## src/rtl/trs_pkg.sv

```systemverilog
package trs_pkg;

    localparam int NBUF  = 4;
    localparam int IDX_W = 2;

    typedef enum logic [1:0] {
        ST_IDLE  = 2'd0,
        ST_RUN   = 2'd1,
        ST_DRAIN = 2'd2
    } trs_state_e;

endpackage

```

## src/rtl/trs_fsm.sv

```systemverilog
module trs_fsm
    import trs_pkg::*;
(
    input  logic       clk,
    input  logic       rst_n,
    input  logic       trace_en,
    input  logic       beat,
    input  logic       rec_last,
    input  logic       rec_open,
    output trs_state_e state,
    output logic       start,
    output logic       go
);

    trs_state_e state_nx;

    // State register
    always_ff @(posedge clk or negedge rst_n) begin
        if (!rst_n) state <= ST_IDLE;
        else        state <= state_nx;
    end

    // Transitions
    always_comb begin
        state_nx = state;
        unique case (state)
            ST_IDLE: begin
                if (trace_en) state_nx = ST_RUN;
            end
            ST_RUN: begin
                if (!trace_en) begin
                    if (!rec_open)             state_nx = ST_IDLE;
                    else if (beat && rec_last) state_nx = ST_IDLE;
                    else                       state_nx = ST_DRAIN;
                end
            end
            ST_DRAIN: begin
                if (beat && rec_last) state_nx = ST_IDLE;
            end
            default: state_nx = ST_IDLE;
        endcase
    end

    // Outputs
    always_comb begin
        start = 1'b0;
        go    = 1'b0;
        unique case (state)
            ST_IDLE:  start = trace_en;
            ST_RUN:   go    = trace_en || rec_open;
            ST_DRAIN: go    = 1'b1;
            default: begin
                start = 1'b0;
                go    = 1'b0;
            end
        endcase
    end

    // a started record is never left unfinished in idle
    a_r6_no_abandon: assert property (@(posedge clk) disable iff (!rst_n)
        rec_open |-> state != ST_IDLE);

    // draining always ends once the closing dword is taken
    a_r6_drain_exit: assert property (@(posedge clk) disable iff (!rst_n)
        (state == ST_DRAIN && beat && rec_last) |=> state == ST_IDLE);

endmodule

```

## src/rtl/trs_ptr.sv

```systemverilog
module trs_ptr
    import trs_pkg::*;
#(
    parameter int OFF_W  = 20,
    parameter int REC_DW = 4
) (
    input  logic             clk,
    input  logic             rst_n,
    input  logic             start,
    input  logic             beat,
    input  logic [OFF_W:0]   buf_dwords,
    output logic [IDX_W-1:0] idx,
    output logic [OFF_W-1:0] off,
    output logic             rec_last,
    output logic             rec_open,
    output logic             full_beat
);

    localparam int RC_W = (REC_DW > 1) ? $clog2(REC_DW) : 1;

    logic [RC_W-1:0] rec_cnt;
    logic [OFF_W:0]  buf_last;
    logic            at_end;

    assign buf_last  = buf_dwords - 1'b1;
    assign at_end    = ({1'b0, off} == buf_last);
    assign full_beat = beat && at_end;
    assign rec_last  = (rec_cnt == RC_W'(REC_DW - 1));
    assign rec_open  = (rec_cnt != '0);

    always_ff @(posedge clk or negedge rst_n) begin
        if (!rst_n) begin
            idx     <= '0;
            off     <= '0;
            rec_cnt <= '0;
        end else if (start) begin
            idx     <= '0;
            off     <= '0;
            rec_cnt <= '0;
        end else if (beat) begin
            rec_cnt <= rec_last ? '0 : rec_cnt + 1'b1;
            if (at_end) begin
                off <= '0;
                idx <= idx + 1'b1;
            end else begin
                off <= off + 1'b1;
            end
        end
    end

    a_r2_start_rewind: assert property (@(posedge clk) disable iff (!rst_n)
        start |=> (idx == '0 && off == '0));

    a_r4_step: assert property (@(posedge clk) disable iff (!rst_n)
        (beat && !at_end) |=> (off == OFF_W'($past(off) + 1'b1) && idx == $past(idx)));

    a_r4_next_buf: assert property (@(posedge clk) disable iff (!rst_n)
        full_beat |=> (off == '0 && idx == IDX_W'($past(idx) + 1'b1)));

    a_r11_rec_align: assert property (@(posedge clk) disable iff (!rst_n)
        full_beat |-> rec_last);

endmodule

```

## src/rtl/trs_done.sv

```systemverilog
module trs_done
    import trs_pkg::*;
(
    input  logic             clk,
    input  logic             rst_n,
    input  logic             full_beat,
    input  logic [IDX_W-1:0] idx,
    input  logic [NBUF-1:0]  done_clr,
    output logic [NBUF-1:0]  done_flags,
    output logic [NBUF-1:0]  buf_irq
);

    for (genvar g = 0; g < NBUF; g++) begin : g_buf
        logic set_g;
        assign set_g = full_beat && (idx == IDX_W'(g));

        always_ff @(posedge clk or negedge rst_n) begin
            if (!rst_n) begin
                done_flags[g] <= 1'b0;
                buf_irq[g]    <= 1'b0;
            end else begin
                buf_irq[g] <= set_g;
                if (set_g)            done_flags[g] <= 1'b1;
                else if (done_clr[g]) done_flags[g] <= 1'b0;
            end
        end

        a_r8_irq_flag: assert property (@(posedge clk) disable iff (!rst_n)
            buf_irq[g] |-> done_flags[g]);

        a_r9_w1c: assert property (@(posedge clk) disable iff (!rst_n)
            (done_clr[g] && !set_g) |=> !done_flags[g]);
    end

    a_r8_irq_single: assert property (@(posedge clk) disable iff (!rst_n)
        $onehot0(buf_irq));

endmodule

```

## src/rtl/trace_ring_seq.sv

```systemverilog
module trace_ring_seq
    import trs_pkg::*;
#(
    parameter int ADDR_W = 32,
    parameter int OFF_W  = 20,
    parameter int REC_DW = 4
) (
    input  logic                 clk,
    input  logic                 rst_n,
    input  logic                 trace_en,
    input  logic [4*ADDR_W-1:0]  base_addrs,
    input  logic [OFF_W:0]       buf_dwords,
    input  logic                 in_valid,
    input  logic [31:0]          in_data,
    output logic                 in_ready,
    output logic                 wr_valid,
    output logic [ADDR_W-1:0]    wr_addr,
    output logic [31:0]          wr_data,
    input  logic                 wr_ready,
    output logic [3:0]           done_flags,
    input  logic [3:0]           done_clr,
    output logic [3:0]           buf_irq,
    output logic [1:0]           cur_idx,
    output logic [OFF_W-1:0]     cur_off
);

    localparam int PAD_W = ADDR_W - OFF_W - 2;

    trs_state_e        state;
    logic              start, go, beat;
    logic              rec_last, rec_open, full_beat;
    logic [ADDR_W-1:0] base_arr [NBUF];
    logic [ADDR_W-1:0] byte_off;

    for (genvar g = 0; g < NBUF; g++) begin : g_base
        assign base_arr[g] = base_addrs[g*ADDR_W +: ADDR_W];
    end

    assign wr_valid = go && in_valid;
    assign in_ready = go && wr_ready;
    assign beat     = wr_valid && wr_ready;
    assign byte_off = {{PAD_W{1'b0}}, cur_off, 2'b00};
    assign wr_addr  = base_arr[cur_idx] + byte_off;
    assign wr_data  = in_data;

    trs_fsm u_fsm (
        .clk      (clk),
        .rst_n    (rst_n),
        .trace_en (trace_en),
        .beat     (beat),
        .rec_last (rec_last),
        .rec_open (rec_open),
        .state    (state),
        .start    (start),
        .go       (go)
    );

    trs_ptr #(.OFF_W(OFF_W), .REC_DW(REC_DW)) u_ptr (
        .clk        (clk),
        .rst_n      (rst_n),
        .start      (start),
        .beat       (beat),
        .buf_dwords (buf_dwords),
        .idx        (cur_idx),
        .off        (cur_off),
        .rec_last   (rec_last),
        .rec_open   (rec_open),
        .full_beat  (full_beat)
    );

    trs_done u_done (
        .clk        (clk),
        .rst_n      (rst_n),
        .full_beat  (full_beat),
        .idx        (cur_idx),
        .done_clr   (done_clr),
        .done_flags (done_flags),
        .buf_irq    (buf_irq)
    );

    // a stalled write port freezes the ring position
    a_r10_stall_hold: assert property (@(posedge clk) disable iff (!rst_n)
        (!wr_ready && state != ST_IDLE) |=> ($stable(cur_off) && $stable(cur_idx)));

    // after a stop at the ring end nothing is written until re-enable
    a_r7_idle_quiet: assert property (@(posedge clk) disable iff (!rst_n)
        (state == ST_IDLE) |-> !in_ready);

endmodule

```

## config.mk

```make
export PLATFORM = sky130hd
export DESIGN_NAME = trace_ring_seq
export DESIGN_NICKNAME = d
export VERILOG_FILES = /design/src/rtl/trs_pkg.sv /design/src/rtl/trs_fsm.sv /design/src/rtl/trs_ptr.sv /design/src/rtl/trs_done.sv /design/src/rtl/trace_ring_seq.sv
export SDC_FILE = /design/constraint.sdc
export NUM_CORES = 1
export LEC_CHECK = 0
export ABC_AREA = 1
export BUFFER_PORTS_ARGS = -buffer_cell sky130_fd_sc_hd__buf_2
export CORE_ASPECT_RATIO = 1.2
export CORE_MARGIN = 2
export CORE_UTILIZATION = 25
export CTS_CLUSTER_DIAMETER = 30
export DETAILED_ROUTE_END_ITERATION = 6
export HOLD_SLACK_MARGIN = 0.12
export SLEW_MARGIN = 40
export SYNTH_ARGS = -nofsm -noshare
export SYNTH_HDL_FRONTEND = slang
export SYNTH_SLANG_ARGS = --single-unit
```

## constraint.sdc

```tcl
create_clock -name clk -period 3.4 [get_ports clk]
set_input_delay 0.34 -clock clk [delete_from_list [all_inputs] [get_ports clk]]
set_output_delay 0.34 -clock clk [all_outputs]
set_load 0.02 [all_outputs]
```

* Word-level counts from Yosys, hierarchy flattened
Cells that the tools add are included.
** Word-level totals
- Bits in registers :: 34
- Input port bits :: 190
- Output and inout bits :: 96
** Cells by class
- Reduce and logical (&&, ||, !) cells :: 21
- Equal/unequal tests :: 10
- Add/sub/neg operators :: 5
- Muxes and demuxes :: 28
- Bitwise operators :: 1
- Order comparisons :: 1
** Operators by type and width (number)
- $bmux W32 S2 :: 1
- $mux W32 :: 2
- $mux W20 :: 3
- $add A32 B22 Y32 :: 1
- $mux W2 :: 11
- $eq A20 B21 Y1 :: 1
- $sub A21 B1 Y21 const B :: 1
- $add A20 B1 Y20 const B :: 1
- $reduce_bool A2 Y1 :: 7
- $logic_and A1 B1 Y1 :: 9
- $mux W1 :: 9
- $eq A2 B2 Y1 const B :: 4
- $pmux W2 S3 :: 1
- $add A2 B1 Y2 const B :: 2
- $eq A2 B1 Y1 const B :: 2
- $logic_not A2 Y1 :: 2
- $ne A2 B2 Y1 const B :: 2
- $ge A3 B3 Y1 const B :: 1
- $not A2 Y3 :: 1
- $reduce_and A3 Y1 :: 1
- $ne A2 B1 Y1 const B :: 1
- $pmux W1 S2 :: 1
- $reduce_and A2 Y1 :: 1
- $logic_or A1 B1 Y1 :: 1

* Logic depth before layout (Yosys ltp)
- Word-level depth :: 10
- Gate-level depth with buffers :: 18

* Modules after synthesis
From an unflattened synthesis, not the netlist that was laid out.
** Second synthesis, totals
- Cell total of the unflattened synthesis :: 971
- Area, all modules :: 5630.4 µm²
** By module, submodules not included
- trace_ring_seq :: area each 2819.0 µm², cells each 559, times used 1
- trs_ptr :: area each 2302.2 µm², cells each 349, times used 1
- trs_done :: area each 290.3 µm², cells each 31, times used 1
- trs_fsm :: area each 219.0 µm², cells each 32, times used 1

* Worst setup path after synthesis
No wires, ideal clock.
- Path type :: register to output
- Start point :: reg u_ptr.idx[0]
- End point :: out wr_addr[26]
- Path buffers :: 4
- Data required time :: 3.060 ns
- Data arrival time :: 3.270 ns
- Slack :: -0.210 ns
- Stages on the path, launching flop included :: 15
- Path through :: dfrtp_1 > buf_2 > buf_2 > clkbuf_1 > clkbuf_1 > nor2_1 > o22ai_1 > ha_1 > inv_1 > fa_1 > o21ai_0 > nand3_1 > nand3_1 > nand2_1 > xor2_1
** On the way
- Word-level cells in the longest chain between the ends :: 5
** RTL lines
- start: declaration :: RTL line trs_ptr.sv:12 : output logic [IDX_W-1:0] idx,
- start signal: assignment :: RTL line trs_ptr.sv:44 : idx <= idx + 1'b1;
- $not A2 Y3 (not written as such) :: RTL line trace_ring_seq.sv:43 : assign wr_addr = base_arr[cur_idx] + byte_off;
- $bmux W32 S2 :: RTL line trace_ring_seq.sv:43
- $mux W32 (not written as such) (2 in a row) :: RTL line trace_ring_seq.sv:43
- $add A32 B22 Y32 :: RTL line trace_ring_seq.sv:43
- end: declaration :: RTL line trace_ring_seq.sv:17 : output logic [ADDR_W-1:0] wr_addr,
No other way between the ends. The select of a mux whose other input is x is not followed.

* Final worst setup path
- Start point :: reg u_ptr.idx[0]
- End point :: out wr_addr[16]
Same word-level chain as after synthesis.

==> reports/summary.log <==
INFO  floorplan      io-pin-count=286
INFO  routing        routed_wire_length_per_instance=15.19µm
INFO  final_layout   syn_to_final_growth=42.98%
INFO  sta            period_needed=3377ps
INFO  setup_path     critical_path_arrival=3040ps
INFO  synth          synth.net_count=1066
INFO  setup_path     worst_r2r_path_depth=13
INFO  placed_design  buffer_ports.inserted=221
INFO  final_layout   post_layout_nonfiller_instances=1317
INFO  routing        detail_route.first_pass.iterations=5
INFO  routing        remaining_drc_errors=0
INFO  pwr            vdd.ir_drop.worst=534.9µV
INFO  synth          synth_adder_area_share=0.08209
INFO  sta            finClkSkew=4.761ps
INFO  synth          async_flop_share=1.000
INFO  setup_path     cp.required=3060ps
INFO  synth          synth_area_leader_cell=dfrtp_1
INFO  sta            setup_slack=23.13ps
INFO  global_routing grt_remaining_overflow=0
INFO  sta            final_min_period_over_clock_period=0.9932
INFO  global_routing grt.total_usage=0.1740
INFO  synth          synthFlopType=dfrtp_1
INFO  synth          seq_area_frac_synth=0.1661
INFO  synth          compound_cell_area_share_of_the_yosys_netlist=0.1754
INFO  setup_path     timing.rr.end=u_ptr.off[6]
INFO  synth          synth_warnings=0
INFO  global_routing initial_antenna_violation_count=0
INFO  cts            clock_input_transition_at_the_sequential_cells_of_the_worst_setup_and_hold_paths=60ps
INFO  synth          postSynthCellCount=843
INFO  floorplan      std_cell_rows=57
INFO  setup_path     capturing_element_type_of_the_critical_path=output port
INFO  min_path       hold-path-endpoint=u_done.done_flags[0]
INFO  cts            cts_sinks=34
INFO  floorplan      floorplan.initialDensity=0.2537
INFO  min_path       worstHoldStart=done_clr[0]
INFO  routing        maxUsedRoutingLayer=met4
INFO  synth          multiplexer_fraction_of_the_synthesized_cell_area=0
INFO  sta            grt_setup_unrepaired=yes
INFO  global_routing grt_max_degree=39
INFO  synth          post_synth_xor_area_fraction=0.08893
INFO  sta            timing.fmax=296.1MHz
INFO  sta            timing_max_transition_violations_final=0
INFO  routing        detail_route.iter0.violations=234
INFO  routing        detailroute.wirelength.met3=920µm
INFO  final_layout   drive_above_1_share=0.3603
INFO  floorplan      floorplan.die_area=21650µm²
INFO  synth          synth-seq-cells=34
INFO  sta            setup_viol=0
INFO  routing        wl=20010µm
INFO  routing        routed_via_count_divided_by_cell_count=4.737
INFO  synth          combinational_family_with_the_most_area_after_synthesis=simple AND/OR/NAND/NOR gates
INFO  synth          synth.avg_cell_area=6.075µm²
INFO  run            timing.max_cap.violations=0
INFO  sta            finalHoldViolCount=0
INFO  cts            cts_max_path_buffers=2
INFO  final_layout   final_area=7322µm²
INFO  synth          netlist.area_leader.share=0.1661
INFO  cts            cts_made_buffers=5
INFO  final_layout   n_antenna_cell=0
INFO  synth          yosys-top-cells-area=dfrtp_1 (17%), nand2_1 (14%), nor2_1 (10%)
INFO  min_path       min_path_type=in -> reg
INFO  setup_path     path_class=reg -> out
INFO  pwr            leakagePower=3.682nW
INFO  min_path       worstHoldPathCells=2
INFO  floorplan      floorplan.die.width=134.7µm
INFO  pwr            power_density=660.2nW/µm²
INFO  final_layout   final.fill_count=2213
INFO  final_layout   finalNetCount=1274
INFO  global_routing grt_first_pass_wirelength=30050µm
INFO  global_routing via_count_of_the_first_global_routing_pass=5850
INFO  final_layout   multi_input_area=4144µm²
INFO  floorplan      die_h=160.8µm
INFO  setup_path     startpoint_of_the_most_critical_register_to_register_path=u_fsm.state[1]
INFO  sta            worst_slew_pin_slew=466.5ps
INFO  cts            cts.htree.levels=2
INFO  sta            setup-tns-final=0ps
INFO  sta            timing.max_slew.rel_slack=0.6890
INFO  final_layout   register_area=852.1µm²
INFO  status         outcome=finished, final reports clean
INFO  synth          synth_enable_flop_cells=0
INFO  synth          synth.distinct_cells=44
INFO  placed_design  finalWeightedCongestion=0.9267
INFO  setup_path     path_max_fanout=19
INFO  cts            cts-root-buf=clkbuf_16
INFO  placed_design  half_perimeter_wire_length_after_detailed_placement=16070µm
INFO  setup_path     start_kind=register
INFO  cts            clock_insertion_delay_worst_skew=280ps
INFO  routing        drt.antenna.violating_nets=0
INFO  synth          synth.cell_area=5121µm²
INFO  cts            cts_tree=built
INFO  placed_design  placed_cells_incl_taps=1292
INFO  floorplan      placeableCoreArea=20180µm²
INFO  setup_path     critPathLaunch=u_ptr.idx[0]
INFO  synth          post_synth_and_or_nand_nor_area_fraction=0.3543
INFO  placed_design  post_dp_cell_area=6425µm²
INFO  placed_design  place_ws=193.6ps
INFO  routing        num_vias=6239
INFO  setup_path     worst_r2r_setup_slack=970ps
INFO  routing        met2RoutedLength=10370µm
INFO  routing        drt-met1-wl=8274µm
[through the flow]
step           power [mW]    util  hold slack [ps]
2_1_floorplan       2.586       -            44.41
3_3_place_gp        3.580  0.3182            488.3
3_5_place_dp        3.593  0.3183            336.0
4_1_cts             4.166  0.3304            246.8
5_1_grt             5.196  0.3628            257.6
6_report            4.834  0.3628            252.4
[cell usage after synthesis, types with 3 or more instances]
cell      instances
a21oi_1          36
a32oi_1           3
buf_2             4
buf_4            34
clkbuf_1         14
dfrtp_1          34
ha_1             32
inv_1            80
inv_2             4
nand2_1         187
nand2_2           3
nand3_1          48
nand3b_1          8
nand4_1           8
nor2_1          141
nor2_2            6
nor3_1            8
nor4_1            6
o21ai_0          76
o22a_1            3
o22ai_1          24
o22ai_2           3
or2_2             3
xnor2_1          21
xor2_1           31
[logic make-up after synthesis]
kind of cell / count (synthesis)
xor gates and xnor gates: 52
buffers and inverters: 142
DFF: 34
and+or+nand+nor: 424
adders and majority gates: 33
AOI/OAI and AO/OA: 158
[placed cells by master, fill, tap and decap left out, drive strengths merged]
| cell | n |
|---|---|
| nand4 | 8 |
| clkinv | 3 |
| or2 | 3 |
| inv | 83 |
| dlygate4sd3 | 1 |
| ha | 32 |
| xor2 | 31 |
| nor2 | 149 |
| fa | 1 |
| o21bai | 2 |
| clkbuf | 10 |
| o21a | 1 |
| a21oi | 36 |
| xnor2 | 21 |
| nand3 | 50 |
| nand3b | 8 |
| nand2 | 191 |
| a31oi | 2 |
| dfrtp | 34 |
| a32oi | 3 |
| nor4 | 6 |
| nor3 | 9 |
| o21ai | 78 |
| o221ai | 1 |
| o22ai | 27 |
| a32o | 2 |
| o31ai | 2 |
| buf | 254 |
| o2bb2ai | 1 |
| o22a | 3 |
[how the worst max path moves through the flow]
stage	cells after the start	slack (ps)	end
after floorplan	14	50	wr_addr[16]
after global placement	13	260	wr_addr[28]
after detailed placement	13	190	wr_addr[31]
after CTS	13	-20	wr_addr[16]
after global routing	15	-100	wr_addr[28]
final	12	20	wr_addr[16]
[layout make-up]
type                    count  share of cell area
well taps                 265             0.04528
clock inverters             1           0.0006835
multi-input cells         667              0.5660
inverters                  85             0.04426
repair buffers            258              0.2080
clock buffers               7             0.01948
flip-flops and latches     34              0.1164
[per-layer routing]
layer | vias up | GRT usage
met5 | - | 0
met4 | 0 | 0.04689
met3 | 33 | 0.01515
met2 | 204 | 0.3180
met1 | 2849 | 0.2165
li1 | 3153 | -
[where the power goes]
group          leakage [nW]  switching (mW)  total (mW)  internal [mW]
Sequential            0.467          0.0555       0.501          0.446
Combinational          3.14            2.41        3.87           1.45
Clock                0.0739           0.175       0.466          0.291
Total                  3.68            2.64        4.83           2.19
[worst max-delay path, stage by stage, from the launching register on]
cell and delay, ps:
dfrtp_2 460, clkinv_4 130, buf_12 170, o21ai_0 160, o22ai_1 100, ha_2 440, nand2_2 140, nor2_2 180
a21oi_2 120, o31ai_4 300, a21oi_2 110, xnor2_2 250, buf_4 190
[state kept, by name (all words and copies together), names as in the netlist]
| name | count |
|---|---|
| u_done.done_flags | 4 |
| u_ptr.rec_cnt | 2 |
| u_ptr.off | 20 |
| u_ptr.idx | 2 |
| u_done.buf_irq | 4 |
| u_fsm.state | 2 |
[timing repair]
item	4_1_cts	5_1_grt
pin swaps	4	34
setup buffers	4	9
setup endpoints to repair	11	21
hold endpoints to repair	34	0
gates resized for setup	12	128
cloned	0	3
hold buffers	1	0
(Power assumes the default switching activity.)
